$ cat config.mk
export PLATFORM = sky130hd
export DESIGN_NAME = dptr_pair_unit
export DESIGN_NICKNAME = d
export VERILOG_FILES = /design/src/rtl/dptr_pkg.sv /design/src/rtl/dptr_slot.sv /design/src/rtl/dptr_ctrl.sv /design/src/rtl/dptr_regmux.sv /design/src/rtl/dptr_pair_unit.sv
export SDC_FILE = /design/constraint.sdc
export NUM_CORES = 1
export LEC_CHECK = 0
export BUFFER_PORTS_ARGS = -buffer_cell sky130_fd_sc_hd__buf_2
export CAP_MARGIN = 25
export CORE_UTILIZATION = 29
export DETAILED_ROUTE_END_ITERATION = 6
export GPL_TIMING_DRIVEN = 0
export HOLD_SLACK_MARGIN = 0.06
export MAX_ROUTING_LAYER = met4
export PLACE_DENSITY = 0.55
export SLEW_MARGIN = 20
export SYNTH_ARGS = -nofsm -noshare
export SYNTH_HDL_FRONTEND = slang
export SYNTH_SLANG_ARGS = --single-unit
$ cat constraint.sdc
create_clock -name clk -period 5.7 [get_ports clk]
set_clock_uncertainty 0.1 [all_clocks]
set_input_delay 1.14 -clock clk [delete_from_list [all_inputs] [get_ports clk]]
set_output_delay 1.14 -clock clk [all_outputs]
set_load 0.005 [all_outputs]
$ cat src/rtl/dptr_pkg.sv
// Package: shared control-byte layout and helpers for the dual data pointer unit.
// Assumes a control byte of 8 bits whose bit positions are fixed by the register map.
package dptr_pkg;

    localparam int CTRL_W    = 8;
    localparam int SEL_BIT   = 0;
    localparam int AUTO_BIT  = 2;
    localparam int DIR0_BIT  = 3;
    localparam int DIR1_BIT  = 4;
    localparam int TGL_BIT   = 5;
    localparam logic [CTRL_W-1:0] CTRL_MASK =
        CTRL_W'((1 << SEL_BIT) | (1 << AUTO_BIT) | (1 << DIR0_BIT) |
                (1 << DIR1_BIT) | (1 << TGL_BIT));

    // Decoded control fields.
    typedef struct packed {
        logic tgl;
        logic dir1;
        logic dir0;
        logic auto_en;
        logic sel;
    } dp_ctrl_t;

    // Unpack a written control byte into fields.
    function automatic dp_ctrl_t ctrl_from_byte(input logic [CTRL_W-1:0] b);
        dp_ctrl_t c;
        c.sel     = b[SEL_BIT];
        c.auto_en = b[AUTO_BIT];
        c.dir0    = b[DIR0_BIT];
        c.dir1    = b[DIR1_BIT];
        c.tgl     = b[TGL_BIT];
        return c;
    endfunction

    // Pack fields back into the byte seen by register reads.
    function automatic logic [CTRL_W-1:0] ctrl_to_byte(input dp_ctrl_t c);
        logic [CTRL_W-1:0] b;
        b           = '0;
        b[SEL_BIT]  = c.sel;
        b[AUTO_BIT] = c.auto_en;
        b[DIR0_BIT] = c.dir0;
        b[DIR1_BIT] = c.dir1;
        b[TGL_BIT]  = c.tgl;
        return b;
    endfunction

endpackage

$ cat src/rtl/dptr_slot.sv
// One data pointer: byte-lane writes from software, and a +/-1 step requested by the
// unit's control logic. A write to any lane wins over a step in the same cycle. The
// lanes that are not written keep their old value. Assumes PTR_W is a multiple of LANE_W.
module dptr_slot #(
    parameter int PTR_W  = 16,
    parameter int LANE_W = 8,
    localparam int LANES = PTR_W / LANE_W
) (
    input  logic              clk,
    input  logic              rst_n,
    input  logic [LANES-1:0]  lane_we,
    input  logic [LANE_W-1:0] lane_wdata,
    input  logic              step_en,
    input  logic              step_down,
    output logic [PTR_W-1:0]  value
);

    logic [PTR_W-1:0] written;
    logic [PTR_W-1:0] stepped;
    logic [PTR_W-1:0] nxt;

    // Merge written lanes into the current value.
    always_comb begin
        written = value;
        for (int j = 0; j < LANES; j++) begin
            if (lane_we[j]) begin
                written[j*LANE_W +: LANE_W] = lane_wdata;
            end
        end
    end

    // Step by one in the requested direction, wrapping at both ends.
    always_comb begin
        stepped = step_down ? (value - PTR_W'(1)) : (value + PTR_W'(1));
    end

    // Choose the next value: a write first, then a step, else hold.
    always_comb begin
        if (|lane_we) begin
            nxt = written;
        end else if (step_en) begin
            nxt = stepped;
        end else begin
            nxt = value;
        end
    end

    // Pointer storage with synchronous reset.
    always_ff @(posedge clk) begin
        if (!rst_n) begin
            value <= '0;
        end else begin
            value <= nxt;
        end
    end

    // an unobstructed step moves the pointer by exactly one, modulo 2^PTR_W.
    a_r4_step_by_one: assert property (@(posedge clk) disable iff (!rst_n)
        (step_en && !(|lane_we)) |=>
            (value == ($past(step_down) ? ($past(value) - PTR_W'(1))
                                        : ($past(value) + PTR_W'(1)))));

    // with no write and no step, the pointer holds.
    a_r4_hold: assert property (@(posedge clk) disable iff (!rst_n)
        (!step_en && !(|lane_we)) |=> $stable(value));

    // a written lane takes the written byte, even when a step was requested.
    for (genvar g = 0; g < LANES; g++) begin : g_lane_chk
        a_r9_write_wins: assert property (@(posedge clk) disable iff (!rst_n)
            lane_we[g] |=> (value[g*LANE_W +: LANE_W] == $past(lane_wdata)));
    end

endmodule

$ cat src/rtl/dptr_ctrl.sv
// Control register for the pointer pair: select, auto-step enable, per-pointer
// direction and auto-toggle enable. A register write replaces the whole byte and wins
// over the toggle a data move would cause in the same cycle.
module dptr_ctrl
    import dptr_pkg::*;
(
    input  logic              clk,
    input  logic              rst_n,
    input  logic              ctrl_we,
    input  logic [CTRL_W-1:0] ctrl_wdata,
    input  logic              move_fire,
    output dp_ctrl_t          ctrl
);

    dp_ctrl_t nxt;

    // Next control state: a write first, then an auto-toggle on a data move.
    always_comb begin
        nxt = ctrl;
        if (ctrl_we) begin
            nxt = ctrl_from_byte(ctrl_wdata);
        end else if (move_fire && ctrl.tgl) begin
            nxt.sel = ~ctrl.sel;
        end
    end

    // Control storage with synchronous reset.
    always_ff @(posedge clk) begin
        if (!rst_n) begin
            ctrl <= '0;
        end else begin
            ctrl <= nxt;
        end
    end

    // a data move with toggle enabled and no register write inverts the select.
    a_r6_toggle_flips: assert property (@(posedge clk) disable iff (!rst_n)
        (move_fire && ctrl.tgl && !ctrl_we) |=> (ctrl.sel != $past(ctrl.sel)));

    // with no write and no qualifying data move, the control byte holds.
    a_r6_ctrl_quiet: assert property (@(posedge clk) disable iff (!rst_n)
        (!ctrl_we && !move_fire) |=> $stable(ctrl));

    // a write lands as the masked byte, whatever the data move did.
    a_r9_ctrl_write_wins: assert property (@(posedge clk) disable iff (!rst_n)
        ctrl_we |=> (ctrl_to_byte(ctrl) == ($past(ctrl_wdata) & CTRL_MASK)));

endmodule

$ cat src/rtl/dptr_regmux.sv
// Read-back multiplexer: returns the pointer byte or control byte at the given address,
// and zero for unmapped addresses. Assumes pointer lanes come first, ordered by pointer
// then by lane, followed by the control byte.
module dptr_regmux #(
    parameter int PTR_W  = 16,
    parameter int LANE_W = 8,
    parameter int REG_AW = 3,
    localparam int LANES = PTR_W / LANE_W,
    localparam int NPTR_LANES = 2 * LANES
) (
    input  logic [REG_AW-1:0]   reg_addr,
    input  logic [2*PTR_W-1:0]  ptr_flat,
    input  logic [LANE_W-1:0]   ctrl_byte,
    output logic [LANE_W-1:0]   reg_rdata
);

    // Select the addressed byte; unmapped addresses read zero.
    always_comb begin
        reg_rdata = '0;
        for (int i = 0; i < NPTR_LANES; i++) begin
            if (reg_addr == REG_AW'(i)) begin
                reg_rdata = ptr_flat[i*LANE_W +: LANE_W];
            end
        end
        if (reg_addr == REG_AW'(NPTR_LANES)) begin
            reg_rdata = ctrl_byte;
        end
    end

endmodule

$ cat src/rtl/dptr_pair_unit.sv
// Dual data pointer unit: two pointers, a control register, and the automatic
// step/toggle applied after a data move. An explicit increment strobe overrides a
// simultaneous data move. Assumes LANE_W >= 8, so that the control byte fits one lane.
module dptr_pair_unit
    import dptr_pkg::*;
#(
    parameter int PTR_W  = 16,
    parameter int LANE_W = 8,
    localparam int LANES = PTR_W / LANE_W,
    localparam int CTRL_ADDR = 2 * LANES,
    localparam int REG_AW = $clog2(CTRL_ADDR + 1)
) (
    input  logic              clk,
    input  logic              rst_n,
    input  logic [REG_AW-1:0] reg_addr,
    input  logic              reg_wr,
    input  logic [LANE_W-1:0] reg_wdata,
    output logic [LANE_W-1:0] reg_rdata,
    input  logic              mov_use,
    input  logic              ptr_inc,
    output logic [PTR_W-1:0]  xaddr
);

    dp_ctrl_t          ctrl;
    logic              move_fire;
    logic              ctrl_we;
    logic [PTR_W-1:0]  ptr_val [2];
    logic [2*PTR_W-1:0] ptr_flat;
    logic [LANE_W-1:0] ctrl_byte;

    // Event qualification: an increment suppresses a simultaneous data move.
    always_comb begin
        move_fire = mov_use && !ptr_inc;
        ctrl_we   = reg_wr && (reg_addr == REG_AW'(CTRL_ADDR));
    end

    dptr_ctrl u_ctrl (
        .clk        (clk),
        .rst_n      (rst_n),
        .ctrl_we    (ctrl_we),
        .ctrl_wdata (reg_wdata[CTRL_W-1:0]),
        .move_fire  (move_fire),
        .ctrl       (ctrl)
    );

    for (genvar p = 0; p < 2; p++) begin : g_ptr
        logic [LANES-1:0] lane_we;
        logic             is_active;
        logic             step_en;
        logic             step_down;

        // Lane write decode and step request for this pointer.
        always_comb begin
            for (int j = 0; j < LANES; j++) begin
                lane_we[j] = reg_wr && (reg_addr == REG_AW'(p * LANES + j));
            end
            is_active = (ctrl.sel == p[0]);
            step_en   = is_active && (ptr_inc || (move_fire && ctrl.auto_en));
            step_down = !ptr_inc && ((p == 0) ? ctrl.dir0 : ctrl.dir1);
        end

        dptr_slot #(
            .PTR_W  (PTR_W),
            .LANE_W (LANE_W)
        ) u_slot (
            .clk        (clk),
            .rst_n      (rst_n),
            .lane_we    (lane_we),
            .lane_wdata (reg_wdata),
            .step_en    (step_en),
            .step_down  (step_down),
            .value      (ptr_val[p])
        );
    end

    // Output address and read-back sources.
    always_comb begin
        xaddr     = ctrl.sel ? ptr_val[1] : ptr_val[0];
        ptr_flat  = {ptr_val[1], ptr_val[0]};
        ctrl_byte = LANE_W'(ctrl_to_byte(ctrl));
    end

    dptr_regmux #(
        .PTR_W  (PTR_W),
        .LANE_W (LANE_W),
        .REG_AW (REG_AW)
    ) u_rdmux (
        .reg_addr  (reg_addr),
        .ptr_flat  (ptr_flat),
        .ctrl_byte (ctrl_byte),
        .reg_rdata (reg_rdata)
    );

    // an increment never moves the select.
    a_r7_inc_keeps_sel: assert property (@(posedge clk) disable iff (!rst_n)
        (ptr_inc && !reg_wr) |=> (ctrl.sel == $past(ctrl.sel)));

    // with no register write, an increment raises the output address by one.
    a_r8_inc_moves_xaddr: assert property (@(posedge clk) disable iff (!rst_n)
        (ptr_inc && !reg_wr) |=> (xaddr == $past(xaddr) + PTR_W'(1)));

    // the cycle after reset, the output address is zero.
    a_r1_reset_clears: assert property (@(posedge clk)
        !rst_n |=> (xaddr == '0));

endmodule

==> key figures <==
Setup path
  • CP required: 5.79 ns
  • Crit path max fanout: 10
  • Worst r2r src: u_ctrl.ctrl[2]
  • CP Class: in2reg
  • WP data arrival: 4.35 ns
  • Setup crit end kind: flop
  • Startpoint class of the critical path: primary input
  • Reg-to-reg endpoint: g_ptr[0].u_slot.value[14]
  • CP startpoint: ptr_inc
  • Worst R2R Setup Slack: 2.15 ns
  • FF-to-FF path depth: 13

Hold path
  • Hold Path End: u_ctrl.ctrl[1]
  • Hold path depth: 2
  • Worst min-delay path startpoint: u_ctrl.ctrl[1]
  • Hold crit path type: reg2reg

Pwr
  • Power Density: 180.1 nW/um^2
  • Int Pwr: 0.4927 mW
  • Sw Share: 32.75%
  • Comb power frac: 23.2%
  • NetSw: 0.2399 mW
  • Clock network power share: 38.1%
  • Sequential share of power: 38.7%
  • P_leak: 1.426 nW
  • Peak VDD IR: 0.1036 mV

STA
  • Relative slew slack: 36.45%
  • Final setup viols: 0
  • Pins Over Slew Limit: 0
  • Tightest Pin Transition: 0.9459 ns
  • Setup ws final: 1.441 ns
  • Hold Fails Final Rpt: 0
  • Unrepaired setup endpoints after global routing: no
  • Period utilization: 74.73%
  • Setup tns final: 0 ns
  • Min Tclk post-route: 4.259 ns
  • Max Clk Rate: 234.8 MHz

Logic synthesis
  • Syn_nets: 506
  • Main area contributors after synthesis: dfxtp_1 (21%), clkbuf_1 (5.0%), o21ai_0 (4.9%)
  • Netlist Area Pre-Place: 3560 sq um
  • Cell variety after synth: 62
  • Synth area leader: dfxtp_1
  • Async S/R FF share, synth: 0%
  • Post-synth EDFFs: 0
  • Synth Flop Type: dfxtp_1
  • Yosys reg bits: 37
  • Post-Syn Instances: 488
  • Syn Area/Cell: 7.294 sq um
  • Yosys top cell area share: 20.81%
  • Register area share after synthesis: 20.81%
  • Ys Warns: 0

Route
  • DRC viols: 0
  • Vias per std cell: 6.146
  • 1st-iter DRT viols: 295
  • Via count: 4,179
  • Final wirelength: 13.95 mm
  • Avg WL per Cell: 20.51 microns
  • Post-DRT Antenna Nets: 0
  • First-pass iteration count of the detailed router: 7

Finish
  • Share of layout cells above drive strength 1: 16.89%
  • Area grow syn2layout: 14.27%
  • Post-route cell area: 4068 sq um
  • Final std cells w/o fill: 680
  • Nets@finish: 550
  • Antenna diode count: 0
  • Commonest non-fill, non-tap cell in the layout: clkbuf_1
  • Most frequent cells in the layout: clkbuf_1 (48), nor2_1 (43), nand2_1 (42), buf_2 (39), dfxtp_1 (37)

Clock network
  • Root Buffer: clkbuf_16
  • CTS tree: yes
  • Number of setup buffers added after CTS: 0
  • Clock slew seen by the registers of the worst setup and hold paths: 0.06 ns
  • CTS Hold Bufs: 0
  • Clock latency on the worst-skew pair: 0.29 ns
  • TritonCTS buffer count: 5
  • Clock tree buffer depth: 2
  • Resize count post-CTS: 0
  • Clock sink total: 37
  • H-tree levels: 2

Placed design
  • Post-placement cell count: 672
  • Dpl ws: 1.217 ns
  • GPL Wtd Cong: 0.9415
  • IO Port Bufs: 37
  • DP Area: 3929 sq um
  • Hpwl dp: 10.08 mm

Die
  • Die width: 112.8 microns
  • Starting Density: 29.64%
  • Row cnt: 40
  • Core ar.: 12,010 sq um
  • Die Span Y: 112.8 microns
  • I/O Pins: 40
  • Die area: 12,720 sq um

Global routing
  • Largest net degree at the start of global routing: 12
  • Initial antenna violation count: 0
  • Vias in the first global route: 3,828
  • Total grt overflow: 0
  • First-pass GRT wire length: 21.49 mm
  • GRT Util Overall: 22.72%

Run
  • Max-Cap Viols: 0

Status
  • Status: completed
## logic make-up (layout without fill, tap and decap cells)
| group | after synthesis | in the layout | share of synthesized area, % |
|---|---|---|---|
| simple gates | 207 | 207 | 30.37 |
| flops | 37 | 37 | 20.81 |
| xor+xnor | 9 | 9 | 2.215 |
| compound gates | 136 | 136 | 26.05 |
| buf+inv | 66 | 111 | 7.698 |
| mux | 31 | 31 | 12.16 |
| fa+ha+maj | 2 | 2 | 0.7029 |
## metrics by stage
step | power [mW] | util (%) | hold WS [ns]
finish | 0.7327 | 33.86 | 0.4475
global route | 0.7585 | 33.86 | 0.4866
CTS | 0.7285 | 33.86 | 0.4467
detailed placement | 0.4550 | 32.71 | 0.4361
global placement | 0.4530 | 32.71 | 0.4043
floorplan | 0.3932 | - | 0.3829
## registers in the layout (all words and copies together) (netlist names)
register / cells
u_ctrl.ctrl: 5
g_ptr.u_slot.value: 32
## cell type report
cell class | instances | area (sq um)
Tap cell | 147 | 183.9
Buffer | 55 | 232.7
Fill cell | 1327 | 7944
Clock inverter | 2 | 10.01
Timing Repair Buffer | 37 | 185.2
Inverter | 11 | 41.29
Multi-Input combinational cell | 385 | 2545
Sequential cell | 37 | 740.7
Clock buffer | 6 | 128.9
## synthesized netlist by cell type (all sizes together), types with 3 or more instances
cell,n
clkbuf,48
nor2,43
nand2,42
dfxtp,37
o21ai,36
nand3,25
a21oi,23
nor3,18
a22oi,16
mux2,15
nand4,15
inv,11
o31ai,11
or3,11
nor4,10
a22o,8
mux2i,8
mux4,8
buf,7
nand2b,7
or4,7
xnor2,7
a311oi,5
and2,5
and3,5
nor2b,5
o41ai,5
a21bo,4
a221oi,4
a31oi,4
or2,4
a21o,3
o22ai,3
## metal layers
layer / global-route usage [%] / wire [microns] / vias up
met4: 8.800 / 513 / 0
met3: 2.839 / 999 / 40
li1: - / - / 1923
met5: - / 0 / -
met1: 28.23 / 5779 / 2005
met2: 37.53 / 6654 / 211
## power by group through the flow
stage               Combinational, mW  Sequential, mW  Clock [mW]
finish                          0.170           0.284       0.279
CTS                             0.167           0.283       0.279
floorplan                       0.110           0.283           0
global route                    0.184           0.284       0.290
global placement                0.165           0.288           0
detailed placement              0.166           0.289           0
## critical path, cell delays in order
cell	delay, ns
buf_2	0.16
nand2b_1	0.12
clkbuf_1	0.30
clkbuf_1	0.45
buf_6	0.23
xnor2_1	0.13
ha_1	0.15
buf_2	0.18
and4_1	0.23
o21ai_0	0.10
a22oi_1	0.30
mux2_2	0.38
and3_1	0.19
a2111oi_2	0.26
## worst max-delay path by stage
stage	end	cells past startpoint	slack (ns)
global route	g_ptr[0].u_slot.value[14]	14	1.34
CTS	g_ptr[0].u_slot.value[14]	14	1.50
global placement	g_ptr[0].u_slot.value[14]	14	1.25
floorplan	g_ptr[0].u_slot.value[14]	13	1.99
detailed placement	g_ptr[0].u_slot.value[14]	14	1.22
finish	g_ptr[0].u_slot.value[14]	14	1.44
Note: power is estimated with default switching activity, not from simulation.
